===== config.mk =====
export PLATFORM = sky130hd
export DESIGN_NAME = wm_frame_tracker
export DESIGN_NICKNAME = d
export VERILOG_FILES = /design/src/rtl/wm_pkg.sv /design/src/rtl/wm_frame_tracker.sv
export SDC_FILE = /design/constraint.sdc
export NUM_CORES = 1
export LEC_CHECK = 0
export ABC_AREA = 1
export BUFFER_PORTS_ARGS = -buffer_cell sky130_fd_sc_hd__buf_2
export CAP_MARGIN = 20
export CORE_MARGIN = 2
export CORE_UTILIZATION = 30
export CTS_CLUSTER_SIZE = 16
export DETAILED_ROUTE_END_ITERATION = 6
export PLACE_DENSITY_LB_ADDON = 0.08
export SYNTH_ARGS = -nofsm -noshare
export SYNTH_HDL_FRONTEND = slang
export SYNTH_SLANG_ARGS = --single-unit

===== constraint.sdc =====
create_clock -name clk_i -period 4.69 [get_ports clk_i]
set_input_delay 0.7035 -clock clk_i [delete_from_list [all_inputs] [get_ports clk_i]]
set_output_delay 0.7035 -clock clk_i [all_outputs]
set_load 0.02 [all_outputs]

===== src/rtl/wm_pkg.sv =====
package wm_pkg;

  typedef enum logic {
    TRK_IDLE  = 1'b0,
    TRK_CHECK = 1'b1
  } trk_state_e;

  localparam int unsigned WM_DATA_W   = 32;
  localparam int unsigned WM_TAG_W    = 10;
  localparam int unsigned WM_FRAME_WD = 4;
  localparam logic [31:0] WM_POLY     = 32'hD000_0001;

endpackage


===== src/rtl/wm_frame_tracker.sv =====
module wm_frame_tracker
  import wm_pkg::*;
#(
  parameter int unsigned DATA_W    = 32,
  parameter int unsigned TAG_W     = 10,
  parameter int unsigned FRAME_WD  = 4,
  parameter logic [DATA_W-1:0] POLY = 32'hD000_0001,
  localparam int unsigned CHK_WD   = FRAME_WD - 1,
  localparam int unsigned CNT_W    = $clog2(CHK_WD + 1)
) (
  input  logic              clk_i,
  input  logic              rst_ni,
  input  logic              valid_i,
  input  logic [TAG_W-1:0]  addr_i,
  input  logic [DATA_W-1:0] data_i,
  input  logic              seek_i,
  input  logic [DATA_W-1:0] key_i,
  output logic              start_o,
  output logic              fail_o,
  output logic              busy_o
);

  trk_state_e        st_q, st_d;
  logic [DATA_W-1:0] lfsr_q, lfsr_d;
  logic [CNT_W-1:0]  cnt_q, cnt_d;
  logic              reg_en;
  logic              tag_hit;
  logic              take_chk;
  logic              mism;
  logic              last_chk;

  function automatic logic [DATA_W-1:0] lfsr_step(input logic [DATA_W-1:0] s);
    lfsr_step = {1'b0, s[DATA_W-1:1]} ^ (s[0] ? POLY : '0);
  endfunction

  assign tag_hit  = (data_i[TAG_W-1:0] == addr_i);
  assign start_o  = (st_q == TRK_IDLE) && valid_i && !seek_i && tag_hit;
  assign take_chk = (st_q == TRK_CHECK) && valid_i && !seek_i;
  assign mism     = take_chk && (data_i != lfsr_q);
  assign last_chk = (cnt_q == CNT_W'(CHK_WD));

  always_comb begin
    st_d   = st_q;
    lfsr_d = lfsr_q;
    cnt_d  = cnt_q;
    reg_en = seek_i | start_o | take_chk;
    if (seek_i) begin
      st_d  = TRK_IDLE;
      cnt_d = '0;
    end else if (start_o) begin
      st_d   = TRK_CHECK;
      lfsr_d = lfsr_step(data_i ^ key_i);
      cnt_d  = CNT_W'(1);
    end else if (take_chk) begin
      if (mism || last_chk) begin
        st_d  = TRK_IDLE;
        cnt_d = '0;
      end else begin
        lfsr_d = lfsr_step(lfsr_q);
        cnt_d  = cnt_q + CNT_W'(1);
      end
    end
  end

  always_ff @(posedge clk_i or negedge rst_ni) begin
    if (!rst_ni) begin
      st_q   <= TRK_IDLE;
      lfsr_q <= '0;
      cnt_q  <= '0;
    end else if (reg_en) begin
      st_q   <= st_d;
      lfsr_q <= lfsr_d;
      cnt_q  <= cnt_d;
    end
  end

  assign fail_o = mism;
  assign busy_o = (st_q == TRK_CHECK);

endmodule


### Yosys cells after proc, flatten, opt, wreduce, memory -nomap -nowiden

Index checks and enable logic that the tools add are counted.
W data, S select, Z words.

| storage, ports and cells | value |
|---|---|
| output and inout port bits | 3 |
| input bits | 78 |
| word-level logic and storage cells | 42 |
| bits in registers | 35 |

| operators by class | value |
|---|---|
| reductions and logical operators | 14 |
| mux-type cells | 13 |
| eq/ne operators | 4 |
| add/sub/neg operators | 1 |
| bitwise logic cells | 7 |

Operators with widths:

| cell | number |
|---|---|
| $mux W32 | 5 |
| $xor A31 B32 Y32 | 2 |
| $ne A32 B32 Y1 | 1 |
| $xor A32 B32 Y32 | 1 |
| $eq A10 B10 Y1 | 1 |
| $mux W2 | 4 |
| $logic_and A1 B1 Y1 | 6 |
| $reduce_bool A3 Y1 | 2 |
| $mux W1 | 4 |
| $reduce_and A4 Y1 | 1 |
| $reduce_and A3 Y1 | 1 |
| $add A2 B1 Y2 const B | 1 |
| $eq A2 B2 Y1 const B | 1 |
| $ne A2 B2 Y1 const B | 1 |
| $not A1 Y1 | 2 |
| $or A1 B1 Y1 | 2 |
| $reduce_and A2 Y1 | 1 |
| $reduce_bool A2 Y1 | 1 |
| $logic_not A1 Y1 | 1 |
| $logic_or A1 B1 Y1 | 1 |

### Logic depth before layout (Yosys ltp)

| depth | value |
|---|---|
| depth after elaboration | 8 |
| mapped depth | 13 |

### Worst setup path after synthesis

No wires, ideal clock.

| path | value |
|---|---|
| path kind | input -> output |
| from | in data_i[7] |
| to | out start_o |
| stages on the path | 5 |
| path slack | 2.104 ns |
| arrival | 1.882 ns |
| data required time | 3.987 ns |
| cells stage by stage | inv_1 -> or2_1 -> nand2_1 -> or4_1 -> nor3_1 |

| between the ends | value |
|---|---|
| longest elaborated chain between the ends | 2 |

Ends and longest elaborated chain:

| element | line | RTL |
|---|---|---|
| from (decl) | wm_frame_tracker.sv:15 | `input logic [DATA_W-1:0] data_i,` |
| $eq A10 B10 Y1 | wm_frame_tracker.sv:36 | `assign tag_hit = (data_i[TAG_W-1:0] == addr_i);` |
| $logic_and A1 B1 Y1 | wm_frame_tracker.sv:37 | `assign start_o = (st_q == TRK_IDLE) && valid_i && !seek_i && tag_hit;` |
| to (decl) | wm_frame_tracker.sv:18 | `output logic start_o,` |

No other way between the ends.

### Final worst setup path

Same ends and word-level chain as after synthesis.

==> impl_metrics.tcl <==
set metrics [dict create \
    avgRoutedWirePerCell_um 11.3 \
    cts.reportedPaths.clkPinSlew_ns 0.07 \
    setup_violations 0 \
    die_area_sq_um 10100 \
    cts_setup_buffers 0 \
    yosysWarnings 0 \
    leakagePower_nw 1.86 \
    numCtsBuffers 5 \
    synth_ff_type "dfrtp_1" \
    coreArea_sq_um 9150 \
    synth_area_sq_um 2810 \
    final_cell_mix "nand2_1, buf_2, inv_1, nor2_1, nand3_1" \
    drt-initial-drc-count 112 \
    clock_skew_ns 0.00996 \
    dp_hpwl_um 5070 \
    n_fill_cell 1030 \
    first_global_vias 2671 \
    crit_family "simple AND/OR/NAND/NOR gates" \
    synth.avg_cell_area_sq_um 6.57 \
    grt_pass1_wl_um 12000 \
    num_antenna_cells 0 \
    ioPinCount 81 \
    cp_max_fo 3 \
    post-route-min-period_ns 2.64 \
    slew_headroom 0.355 \
    layout_commonest_cell "nand2_1" \
    die_h_um 101 \
    clk_path_buf_depth 2 \
    critPathBufInv 3 \
    hold_viol_final 0 \
    synthCells 427 \
    syn_nets 506 \
    async_reset_ff_frac 1.00 \
    ys_types 26 \
    synth_edf_count 0 \
    cts_num_sinks 35 \
    drc 0 \
    place_congestion 0.779 \
    drive_gt1_frac 0.191 \
    vias 2669 \
    areaGrowthSynthToFinish_pct 20.8 \
    critPathMaxStageDelay_ns 0.51 \
    cap_violations 0 \
    wl_um 6920 \
    seq_area_frac_synth 0.312 \
    insertion_delay_ns 0.29 \
    worst_pin_slew_ns 0.966 \
    critPathKind "in2out" \
    fp-row-count 35 \
    firstDrtPassIters 4 \
    min_path_type "reg2reg" \
    final-seq-area_sq_um 876 \
    status "complete, no violations" \
    globalRouteOverflowTotal 0 \
    cp_cell_sequence "buf_2 > inv_1 > or2_1 > nand2_1 > or4_1 > nor3_1 > buf_2" \
    start_kind "input pin" \
    worst_setup_path_end_kind "output pin" \
    rsz0062_at_grt "no" \
    via_per_inst 4.35 \
    antenna_found_initial 0 \
    ir_drop_uv 85.1 \
    cts-hold-fix-buffers 0 \
    tns_ns 0 \
    grt_usage 0.149 \
    initial_core_util 0.306 \
    slew_viol_final 0 \
    fin_nets 581 \
    fmax_ghz 0.378 \
    multi_input_comb_area_sq_um 1670 \
    powerDensity_nw_per_um2 219 \
    critPathSlowestCell "or4_1" \
    synth.ff_latch_count 35 \
    ctsHtreeMaxLevel 2 \
    grt_max_degree 60 \
    ant_nets 0 \
    post-route-util 0.370 \
    cts_tree "built" \
    post_cts_resized 0 \
    fin_crit_sh 0.563 \
    die_x_um 101 \
    crit_path_frequent_cell "buf_2" \
    required_ns 3.99 \
    port_buffers 80 \
    arrival_ns 1.94 \
    cts-root-buf "clkbuf_8" \
]
-- worst paths after layout --
check / end / startpoint / slack [ns] / cells after the start
worst min register to register: cnt_q[0] / cnt_q[0] / 0.49 / 1
min in group asynchronous: lfsr_q[8] / rst_ni / 0.53 / 1
max in group asynchronous: cnt_q[1] / rst_ni / 3.62 / 1
worst min-delay path: cnt_q[0] / cnt_q[0] / 0.49 / 1
worst max-delay path: start_o / data_i[7] / 2.05 / 7
worst max register to register: lfsr_q[16] / busy_o / 2.19 / 8
-- where the power goes --
part	switching [mW]	internal, mW
sequential	0.00701	0.312
combinational	0.0764	0.0692
clock	0.121	0.158
total	0.204	0.539
-- registers in the layout (all words and copies together), names as in the netlist --
signal and flops:
lfsr_q 32, cnt_q 2, busy_o 1
-- cell families after synthesis --
logic type / after synthesis / share of synthesized area
buffers and inverters: 63 / 0.0937
and+or+nand+nor: 253 / 0.371
adders and majority gates: 1 / 0.00446
AOI/OAI and AO/OA: 12 / 0.0219
xor gates and xnor gates: 63 / 0.197
DFF: 35 / 0.312
-- area by class of cell --
type                       instances  share of cell area
clock buffer                       5              0.0203
sequential                        35               0.258
timing repair buffer              81               0.120
inverter                          50              0.0554
multi-input combinational        329               0.492
clock inverter                     3              0.0129
tap                              111              0.0410
-- synthesized netlist by cell type (2+ instances only) --
| cell type | count | area (sq um) |
|---|---|---|
| nand2_1 | 156 | 586 |
| inv_1 | 47 | 176 |
| nor2_1 | 46 | 173 |
| nand3_1 | 37 | 185 |
| xor2_1 | 36 | 315 |
| dfrtp_1 | 35 | 876 |
| xnor2_1 | 27 | 236 |
| buf_2 | 6 | 30.0 |
| o21ai_0 | 6 | 30.0 |
| clkbuf_1 | 4 | 15.0 |
| o21ai_1 | 4 | 20.0 |
| inv_2 | 3 | 11.3 |
| nand4_1 | 3 | 18.8 |
| buf_6 | 2 | 22.5 |
| nand3b_1 | 2 | 15.0 |
| nor2_2 | 2 | 12.5 |
| or2_1 | 2 | 12.5 |
-- layer usage --
layer / GRT usage / share of wire / vias to the layer above
met5: 0 / 0 / -
met3: 0.0284 / 0.050 / 5
met2: 0.239 / 0.43 / 65
li1: - / - / 1447
met1: 0.206 / 0.51 / 1152
met4: 0.0369 / 0.0082 / 0
-- stage by stage --
step                      power, mW  hold WS [ns]  instances  cell area, sq um  worst slack, ns
after global routing          0.790         0.528        614              3390             1.76
after global placement        0.474         0.483        606              3280             1.82
after detailed placement      0.472         0.481        606              3280             1.77
after CTS                     0.757         0.492        614              3390             2.05
final                         0.743         0.486        614              3390             2.05
after floorplan               0.404         0.408        427              2810             2.10
Power figures use the tool's default switching activity.
